$ cat config.mk
export PLATFORM = sky130hd
export DESIGN_NAME = debug_halt_ctrl
export DESIGN_NICKNAME = d
export VERILOG_FILES = /design/src/rtl/dhc_pkg.sv /design/src/rtl/dhc_control.sv /design/src/rtl/dhc_datapath.sv /design/src/rtl/debug_halt_ctrl.sv
export SDC_FILE = /design/constraint.sdc
export NUM_CORES = 1
export LEC_CHECK = 0
export CAP_MARGIN = 40
export CORE_AREA = 10 10 47 49
export CTS_CLUSTER_DIAMETER = 150
export DETAILED_ROUTE_END_ITERATION = 10
export DIE_AREA = 0 0 57 59
export DONT_BUFFER_PORTS = 1
export PLACE_DENSITY = 0.31
export RECOVER_POWER = 25
export SETUP_SLACK_MARGIN = 0.2
export SLEW_MARGIN = 20
export SYNTH_ARGS = -nofsm -noshare
export SYNTH_HDL_FRONTEND = slang
export SYNTH_SLANG_ARGS = --single-unit
$ cat constraint.sdc
create_clock -name clk -period 0.8 [get_ports clk]
set_input_delay 0.04 -clock clk [delete_from_list [all_inputs] [get_ports clk]]
set_output_delay 0.04 -clock clk [all_outputs]
set_load 0.01 [all_outputs]
$ cat src/rtl/dhc_pkg.sv
package dhc_pkg;

  // Strobes from the control to the datapath: raise or drop each stored halt cause
  typedef struct packed {
    logic setPin;
    logic clrPin;
    logic setTap;
    logic clrTap;
  } causeStrb_t;

  // Session state kept in the datapath
  typedef enum logic [1:0] {
    DBG_OFF  = 2'b00,
    DBG_PEND = 2'b01,
    DBG_ON   = 2'b10
  } dbgState_t;

endpackage

$ cat src/rtl/dhc_control.sv
module dhc_control
  import dhc_pkg::*;
#(
  parameter int SYNC_STAGES = 2
) (
  input  logic       clk,
  input  logic       rstN,
  input  logic       runStopN,
  input  logic       tapDbgSel,
  input  logic       tapIrClear,
  input  logic       tapReset,
  output causeStrb_t strb
);

  localparam int LAST = SYNC_STAGES - 1;

  logic [SYNC_STAGES-1:0] syncQ;
  logic pinPrev;
  logic pinLow;
  logic pinRise;

  // Synchroniser chain; the pin idles high, so reset loads ones
  for (genvar i = 0; i < SYNC_STAGES; i++) begin : g_sync
    if (i == 0) begin : g_first
      always_ff @(posedge clk or negedge rstN) begin
        if (!rstN) syncQ[0] <= 1'b1;
        else       syncQ[0] <= runStopN;
      end
    end else begin : g_next
      always_ff @(posedge clk or negedge rstN) begin
        if (!rstN) syncQ[i] <= 1'b1;
        else       syncQ[i] <= syncQ[i-1];
      end
    end
  end

  // History flop for edge detection on the synchronised pin
  always_ff @(posedge clk or negedge rstN) begin
    if (!rstN) pinPrev <= 1'b1;
    else       pinPrev <= syncQ[LAST];
  end

  assign pinLow  = ~syncQ[LAST];
  assign pinRise = syncQ[LAST] & ~pinPrev;

  always_comb begin
    strb.setPin = pinLow;
    strb.clrPin = pinRise;
    strb.setTap = tapDbgSel;
    strb.clrTap = tapIrClear | tapReset;
  end

endmodule

$ cat src/rtl/dhc_datapath.sv
module dhc_datapath
  import dhc_pkg::*;
(
  input  logic       clk,
  input  logic       rstN,
  input  causeStrb_t strb,
  input  logic       instrBoundary,
  input  logic       resetReq,
  output logic       probeAck,
  output logic       stallFetch,
  output logic       intMask,
  output logic       resetViolation
);

  logic pinCause;
  logic tapCause;
  logic anyCause;
  dbgState_t state;
  dbgState_t stateNxt;

  // Stored pin cause: the rising edge drops it
  always_ff @(posedge clk or negedge rstN) begin
    if (!rstN)            pinCause <= 1'b0;
    else if (strb.clrPin) pinCause <= 1'b0;
    else if (strb.setPin) pinCause <= 1'b1;
  end

  // Stored port cause: a clear or port reset wins over the select
  always_ff @(posedge clk or negedge rstN) begin
    if (!rstN)            tapCause <= 1'b0;
    else if (strb.clrTap) tapCause <= 1'b0;
    else if (strb.setTap) tapCause <= 1'b1;
  end

  assign anyCause = pinCause | tapCause;

  always_comb begin
    stateNxt = state;
    case (state)
      DBG_OFF, DBG_PEND: begin
        if (!anyCause)          stateNxt = DBG_OFF;
        else if (instrBoundary) stateNxt = DBG_ON;
        else                    stateNxt = DBG_PEND;
      end
      DBG_ON:  if (!anyCause) stateNxt = DBG_OFF;
      default: stateNxt = DBG_OFF;
    endcase
  end

  always_ff @(posedge clk or negedge rstN) begin
    if (!rstN) state <= DBG_OFF;
    else       state <= stateNxt;
  end

  assign probeAck       = (state == DBG_ON);
  assign stallFetch     = probeAck;
  assign intMask        = probeAck;
  assign resetViolation = resetReq & probeAck;


  ack_on_boundary_chk: assert property (@(posedge clk) disable iff (!rstN)
    $rose(probeAck) |-> $past(instrBoundary));


  ack_release_chk: assert property (@(posedge clk) disable iff (!rstN)
    $fell(probeAck) |-> $past(!pinCause && !tapCause));


  ack_hold_chk: assert property (@(posedge clk) disable iff (!rstN)
    (probeAck && anyCause) |=> probeAck);


  tap_clear_chk: assert property (@(posedge clk) disable iff (!rstN)
    $fell(tapCause) |-> $past(strb.clrTap));


  pin_clear_chk: assert property (@(posedge clk) disable iff (!rstN)
    $fell(pinCause) |-> $past(strb.clrPin));

endmodule

$ cat src/rtl/debug_halt_ctrl.sv
module debug_halt_ctrl
  import dhc_pkg::*;
#(
  parameter int SYNC_STAGES = 2
) (
  input  logic clk,
  input  logic rstN,
  input  logic runStopN,
  input  logic tapDbgSel,
  input  logic tapIrClear,
  input  logic tapReset,
  input  logic instrBoundary,
  input  logic resetReq,
  output logic probeAck,
  output logic stallFetch,
  output logic intMask,
  output logic resetViolation
);

  causeStrb_t strb;

  dhc_control #(.SYNC_STAGES(SYNC_STAGES)) ctrl_i (
    .clk        (clk),
    .rstN       (rstN),
    .runStopN   (runStopN),
    .tapDbgSel  (tapDbgSel),
    .tapIrClear (tapIrClear),
    .tapReset   (tapReset),
    .strb       (strb)
  );

  dhc_datapath dp_i (
    .clk            (clk),
    .rstN           (rstN),
    .strb           (strb),
    .instrBoundary  (instrBoundary),
    .resetReq       (resetReq),
    .probeAck       (probeAck),
    .stallFetch     (stallFetch),
    .intMask        (intMask),
    .resetViolation (resetViolation)
  );

endmodule

---- Word level (Yosys, flattened, before mapping) ----
Index checks and enable logic that the tools add are counted.
word-level totals
  register bits ........................... 7
  latch bits .............................. 0
  bits in writable memories ............... 0
  bits in read-only memories .............. 0
  input port bits ......................... 8
  logic and storage cells ................. 26
  memories kept ........................... 0
cells by class
  add/subtract/negate cells ............... 0
  $mul .................................... 0
  divide/modulo/power cells ............... 0
  magnitude comparators ................... 0
  equal/unequal tests ..................... 4
  shift operators ......................... 0
  multiplexer cells ....................... 8
  bitwise gates (word level) .............. 5
  reductions and logical operators ........ 3
operators by type and width
  operator            number
  $mux 2              3
  $mux 1              4
  $ne 2x2->1 const B  2
  $pmux 2 s2          1
  $and 1x1->1         2
  $eq 2x1->1 const B  1
  $eq 2x2->1 const B  1
  $logic_not 2->1     1
  $or 1x1->1          2
  $reduce_bool 2->1   1
  $reduce_or 2->1     1
  $not 1->1           1

---- Logic depth before layout (Yosys ltp) ----
Gate-level depths: netlist (run 1).
  depth in word-level cells ............... 3
  mapped depth ............................ 2
  depth with buffers taken out ............ 2

---- Cells and area by module ----
Synthesis (run 1) repeated with hierarchy kept, for this count alone.
unflattened totals
  cell total of the unflattened synthesis .. 25
  area, all modules ....................... 292.8 um^2
by module, submodules not included
  module        instances  cells an instance  area each (um^2)  seq. area each (um^2)
  dhc_datapath  1          16                 175.2             100.1
  dhc_control   1          9                  117.6             78.8

---- Worst setup path before layout (run 1) ----
OpenSTA, ideal clock, no wires.
  path kind ............................... reg2reg
  from .................................... register dp_i.state[1]
  to ...................................... register dp_i.state[1]
  arrival time ............................ 664 ps
  data required time ...................... 679 ps
  setup slack ............................. 15 ps
  stages on the path, launching flop included .. 3
  buffers on the path ..................... 0
  cell sequence ........................... dfrtp_1 nor2b_4 o22a_1
on the way
  elaborated cells between the ends (all ways) .. 6
  classes of those cells .................. eq/ne: 3; mux: 1; reduce/logical: 2
RTL lines
  item                                             RTL line               text
  start, declared                                  dhc_datapath.sv:18     dbgState_t state;
  start signal, assigned                           dhc_datapath.sv:52     else state <= stateNxt;
  $eq 2x2->1 (*)                                   --
  via intMask                                      debug_halt_ctrl.sv:16  output logic intMask,
  $pmux 2 s2 / $ne 2x2->1 (equally long branches)  --
The timed path passes the listed nets; every way through them passes the cells marked *.
A chain may end at the register's enable or synchronous reset.

---- Worst setup path after layout (run 1) ----
  from .................................... register dp_i.state[0]
  to ...................................... output resetViolation
on the way
  cells in the longest elaborated chain, start to end .. 2
RTL lines
  item           RTL line               text
  $eq 2x2->1     dhc_datapath.sv:55     assign probeAck = (state == DBG_ON);
  $and 1x1->1    dhc_datapath.sv:58     assign resetViolation = resetReq & probeAck;
  end, declared  debug_halt_ctrl.sv:17  output logic resetViolation
Every way passes these cells.

==> run_results.csv, run 1 <==
group,metric,value,unit
status,outcome,"complete, but fails checks",
status,violations,"negative hold slack, negative setup slack",
timing,rsz0062_at_grt,"yes",
floorplanning,initial_core_util,0.182,
floorplanning,num_rows,14,
cells_and_area,layout_common_cells,"dfrtp_1, clkbuf_4, dfstp_2, dlygate4sd3_1",
timing,finalCritPeriodShare,1.24,
floorplanning,core_area,1400,um2
synthesis,synth_xor_area_frac,0,
pwr,vdd_drop_max,949,uV
synthesis,synth_top_family_by_area,"simple AND/OR/NAND/NOR gates",
cells_and_area,final_common_cell,"dfrtp_1",
setup_path,crit_end,"resetViolation",
setup_path,reg2reg_slack,0,ns
timing,hold_viol_final,2,
synthesis,synthCells,19,
setup_path,rr_worst_depth,2,
placement,hpwlAfterDp,390,um
setup_path,start_kind,"register",
routing,vias_per_cell,3.78,
cells_and_area,drive_above_1_share,0.400,
setup_path,worstSetupEndpointType,"primary output",
setup_path,cp.required,0.76,ns
floorplanning,io_pins,12,
clock_network,cts_buffers,3,
floorplanning,die_y,59,um
cells_and_area,diodes,0,
synthesis,synth_mux_area_frac,0,
global_route,track_usage,0.0355,
setup_path,cpPeakStageDelay,0.39,ns
cells_and_area,areaGrowthSynthToFinish,29.9,%
timing,min_period,0.995,ns
setup_path,path_max_fanout,3,
timing,setup_violations,4,
setup_path,r2r_start,"dp_i.state[1]$_DFFE_PN0P_",
routing,routed_wl,468,um
clock_network,cts-root-buf,"clkbuf_4",
timing,setup_slack,-0.195,ns
cells_and_area,final.fill_count,163,
setup_path,rr_endpoint,"dp_i.state[1]$_DFFE_PN0P_",
synthesis,yosys_register_bits,7,
clock_network,cts_tree,"yes",
global_route,grt_pass1_wl,814,um
routing,dr.pass1.iters,2,
hold_path,hold_path.class,"input pin to register",
routing,drc,0,
routing,vias,155,
timing,tns,-0.713,ns
flow_run,max-cap-violations,0,
cells_and_area,nNetsFinal,34,
setup_path,startpoint,"dp_i.state[0]$_DFFE_PN0P_",
pwr,powerDensity,2560,nW/um2
clock_network,clock_latency,0.25,ns
hold_path,whs_path_depth,1,
synthesis,synthDistinctLibCells,10,
clock_network,h-tree-depth,1,
synthesis,syn_nets,27,
timing,slew_viol_final,0,
cells_and_area,seqCellArea,179,um2
setup_path,slowest_stage,"dfrtp_1",
floorplanning,die_x,57,um
global_route,grt_max_degree,8,
clock_network,postCtsHoldBufs,3,
timing,worst_pin_slew,0.317,ns
timing,whs,-0.142,ns
placement,portBuffers,0,
setup_path,crit_type,"register to primary output",
routing,wl_per_cell,11.4,um
timing,relSlewSlack,0.788,
synthesis,syn_area_per_cell,13.4,um2
floorplanning,dieArea,3360,um2
routing,drt_iter0_drc,2,
global_route,grt_pass1_vias,166,
pwr,power.leakage,0.149,nW
synthesis,synth_seq_area_share,0.701,
timing,fmax,1010,MHz
placement,gp_congestion,0.607,
synthesis,synth_compound_area_frac,0.0343,
clock_network,postCtsSetupBuffers,0,
cells_and_area,multi_input_area,63.8,um2
synthesis,yosysWarningCount,0,
setup_path,crit_chain,"nor2b_4 -> and2_4",
synthesis,synth-simple-area-share,0.206,
clock_network,clock_path_buffers,2,
setup_path,cp_data_arrival_time,0.95,ns
clock_network,clk_pin_slew,0.05,ns
timing,fin_skew,0.00451,ns
global_route,antenna_found_initial,0,
synthesis,synth_area,255,um2
routing,ant_nets,0,
global_route,overflow,0,
clock_network,clock_sink_count,7,
synthesis,synthAdderAreaFrac,0,
## kinds of logic (layout without fill, tap and decap cells)
logic type | Yosys count | after routing
and+or+nand+nor | 9 | 9
buffers and inverters | 2 | 8
DFF | 7 | 7
AOI/OAI and AO/OA | 1 | 1
## registers in the layout (all words and copies together) (netlist names)
| name | count |
|---|---|
| ctrl_i.pinPrev | 1 |
| dp_i.pinCause | 1 |
| dp_i.state | 2 |
| ctrl_i.syncQ | 2 |
| dp_i.tapCause | 1 |
## power breakdown
part	internal (mW)	total, mW	leakage [nW]	switching (mW)
clock	0.182	0.314	0.0177	0.131
sequential	0.390	0.409	0.0810	0.0189
combinational	0.0685	0.126	0.0499	0.0579
total	0.641	0.849	0.149	0.208
## what timing repair did
item,CTS,global route
endpoints found under the setup margin,8,8
gates cloned,0,0
gates resized for setup,0,1
pin swaps,1,1
hold endpoints to repair,10,2
## synthesized netlist by cell type
master,n,area (um2)
and2_1,1,6.26
and2b_1,1,7.51
buf_4,2,15.0
dfrtp_1,4,100
dfstp_2,3,78.8
nand2_1,2,7.51
nor2_1,2,7.51
nor2b_4,1,13.8
nor3_1,2,10.0
o22a_1,1,8.76
## cell type report
cell class,instances,share of cell area
Clock buffer,3,0.0679
Clock inverter,1,0.0151
Timing Repair Buffer,4,0.125
Tap cell,16,0.0604
Sequential cell,7,0.540
Multi-Input combinational cell,10,0.192
## layer usage
metal	routed length (um)	global-route usage
met1	159	0.0251
met2	243	0.0496
met3	57	0.0429
met4	8	0.0302
met5	0	0
## worst max-delay path: cells and delay by family (launching register included)
kind / cells / cell delay [ns]
flops: 1 / 0.39
simple gates: 2 / 0.31
## through the flow
stage | util | setup slack [ns] | power [mW] | cell area, um2 | cells
final | 0.237 | -0.195 | 0.849 | 332 | 41
after global routing | 0.237 | -0.246 | 0.907 | 332 | 41
after floorplan | - | 0.0212 | 0.523 | 262 | 19
after CTS | 0.234 | -0.208 | 0.862 | 328 | 41
after global placement | 0.193 | 0.00626 | 0.514 | 270 | 34
after detailed placement | 0.193 | -0.0153 | 0.518 | 270 | 34
## how the worst min path moves through the flow
stage | start | end | slack [ns]
floorplan | rstN | dp_i.pinCause$_DFFE_PN0P_ | -0.26
global placement | rstN | dp_i.tapCause$_DFFE_PN0P_ | -0.26
detailed placement | rstN | dp_i.tapCause$_DFFE_PN0P_ | -0.26
CTS | tapReset | dp_i.tapCause$_DFFE_PN0P_ | -0.15
global route | tapReset | dp_i.tapCause$_DFFE_PN0P_ | -0.16
finish | tapReset | dp_i.tapCause$_DFFE_PN0P_ | -0.14
No activity file was read; power rests on OpenSTA's default activity.
==> run 2, diff against run 1 <==
--- a/config.mk
+++ b/config.mk
@@ -11,7 +11,7 @@
 export DETAILED_ROUTE_END_ITERATION = 10
 export DIE_AREA = 0 0 57 59
 export DONT_BUFFER_PORTS = 1
-export PLACE_DENSITY = 0.31
+export PLACE_DENSITY = 0.3
 export RECOVER_POWER = 25
 export SETUP_SLACK_MARGIN = 0.2
 export SLEW_MARGIN = 20
==> constraint.sdc (replaced) <==
create_clock -name clk -period 1 [get_ports clk]
set_input_delay 0.05 -clock clk [delete_from_list [all_inputs] [get_ports clk]]
set_output_delay 0.05 -clock clk [all_outputs]
set_load 0.01 [all_outputs]
==> run_results.csv, run 2 (same netlist as run 1, synthesis figures left out) <==
group,metric,value,unit
status,outcome,"completed",
cells_and_area,drive_above_1_share,0.400,
placement,gp_congestion,0.619,
routing,wl_per_cell,10.8,um
global_route,grt_pass1_vias,198,
clock_network,h-tree-depth,1,
clock_network,clock_path_buffers,2,
setup_path,cp_data_arrival_time,0.94,ns
clock_network,clock_latency,0.25,ns
clock_network,cts_tree,"yes",
routing,drc,0,
timing,tns,0,ns
clock_network,cts-root-buf,"clkbuf_4",
floorplanning,core_area,1400,um2
cells_and_area,reg_top3,"ctrl_i.syncQ: 2 flops, dp_i.state: 2 flops",
clock_network,clk_pin_slew,0.05,ns
placement,portBuffers,0,
floorplanning,dieArea,3360,um2
pwr,vdd_drop_max,874,uV
floorplanning,die_y,59,um
global_route,antenna_found_initial,0,
placement,place_inst,34,
setup_path,worstSetupEndpointType,"primary output",
setup_path,cpPeakStageDelay,0.39,ns
hold_path,hold_path.class,"input pin to register",
timing,setup_slack,0.00926,ns
timing,finalCritPeriodShare,0.991,
timing,min_period,0.991,ns
setup_path,cp.buffers_inverters,0,
setup_path,slowest_stage,"dfrtp_1",
timing,worst_pin_slew,0.296,ns
timing,fin_skew,0.00624,ns
placement,pre_cts_ws,0.200,ns
timing,slew_viol_final,0,
routing,routed_wl,499,um
timing,whs,0.0713,ns
timing,rsz0062_at_grt,"yes",
setup_path,cp.required,0.95,ns
setup_path,crit_chain,"nor2b_4 -> and2_4",
timing,fmax,1010,MHz
setup_path,crit_family,"flip-flops",
setup_path,start_kind,"register",
clock_network,clock_sink_count,7,
pwr,powerDensity,1880,nW/um2
cells_and_area,areaGrowthSynthToFinish,49.0,%
routing,vias,171,
pwr,power.leakage,0.170,nW
floorplanning,io_pins,12,
routing,drt_iter0_drc,4,
global_route,grt_max_degree,8,
placement,hpwlAfterDp,375,um
global_route,overflow,0,
timing,setup_violations,0,
routing,ant_nets,0,
cells_and_area,diodes,0,
setup_path,path_max_fanout,3,
cells_and_area,nNetsFinal,39,
cells_and_area,final_common_cell,"dlygate4sd3_1",
routing,dr.pass1.iters,3,
floorplanning,die_x,57,um
timing,hold_viol_final,0,
floorplanning,num_rows,14,
cells_and_area,layout_common_cells,"dlygate4sd3_1, dfrtp_1, clkbuf_4, dfstp_2",
global_route,track_usage,0.0351,
clock_network,cts_buffers,3,
flow_run,max-cap-violations,0,
global_route,grt_pass1_wl,883,um
timing,relSlewSlack,0.802,
floorplanning,initial_core_util,0.182,
routing,vias_per_cell,3.72,
cells_and_area,stdcell_count,46,
setup_path,crit_type,"register to primary output",
## run 2: cell types whose count changed in the layout (fill, tap and decap cells not counted), sizes merged
cell,change
clkinv,-1
dlygate4sd3,+3
clkbuf,+1
buf,+2
## run 2: power by group
part	internal, mW	switching [mW]	leakage, nW
clock network	0.152	0.0975	0.0150
registers	0.312	0.0136	0.0810
logic	0.0822	0.0562	0.0744
total	0.546	0.167	0.170
## run 2: what timing repair did
| item | in CTS | in global routing |
|---|---|---|
| setup endpoints to repair | 5 | 6 |
| pin swaps | 2 | 0 |
| hold buffers | 6 | 0 |
| hold endpoints to repair | 10 | 0 |
| buffers inserted | 1 | 1 |
| resized for setup | 2 | 1 |
## run 2: worst reg2reg max path: stages (launching register included)
cell	delay, ns
dfrtp_1	0.34
buf_4	0.11
and2b_1	0.17
o22a_1	0.17
## run 2: layer usage
| layer | up-vias | global-route usage | wire length [um] |
|---|---|---|---|
| met1 | 84 | 0.0336 | 205 |
| met5 | - | 0 | 0 |
| met4 | 0 | 0.0101 | 0 |
| met2 | 5 | 0.0481 | 235 |
| li1 | 82 | - | - |
| met3 | 0 | 0.0408 | 59 |
## run 2: final cells by class
cell class                 instances  area, um2
fill                             152       1020
sequential                         7        179
timing repair buffer               9       86.3
multi-input combinational         10       68.8
clock buffer                       4       26.3
tap                               16       20.0
## run 2: path summary, 6_finish.rpt
| path | startpoint | to | slack, ns | cells after the start |
|---|---|---|---|---|
| setup / recovery | dp_i.state[0]$_DFFE_PN0P_ | resetViolation | 0.009 | 2 |
| hold / removal | instrBoundary | dp_i.state[1]$_DFFE_PN0P_ | 0.07 | 2 |
| setup reg to reg | dp_i.state[1]$_DFFE_PN0P_ | dp_i.state[1]$_DFFE_PN0P_ | 0.09 | 3 |
| hold reg to reg | ctrl_i.syncQ[0]$_DFF_PN1_ | ctrl_i.syncQ[1]$_DFF_PN1_ | 0.35 | 0 |
| max in group asynchronous | rstN | ctrl_i.pinPrev$_DFF_PN1_ | 0.60 | 1 |
| min in group asynchronous | rstN | dp_i.state[1]$_DFFE_PN0P_ | 0.12 | 1 |
## run 2: through the flow
step	total power [mW]	area, um2	util
floorplan	0.408	255	-
global placement	0.409	268	0.191
detailed placement	0.411	268	0.191
CTS	0.715	368	0.263
global route	0.770	380	0.271
finish	0.713	380	0.271
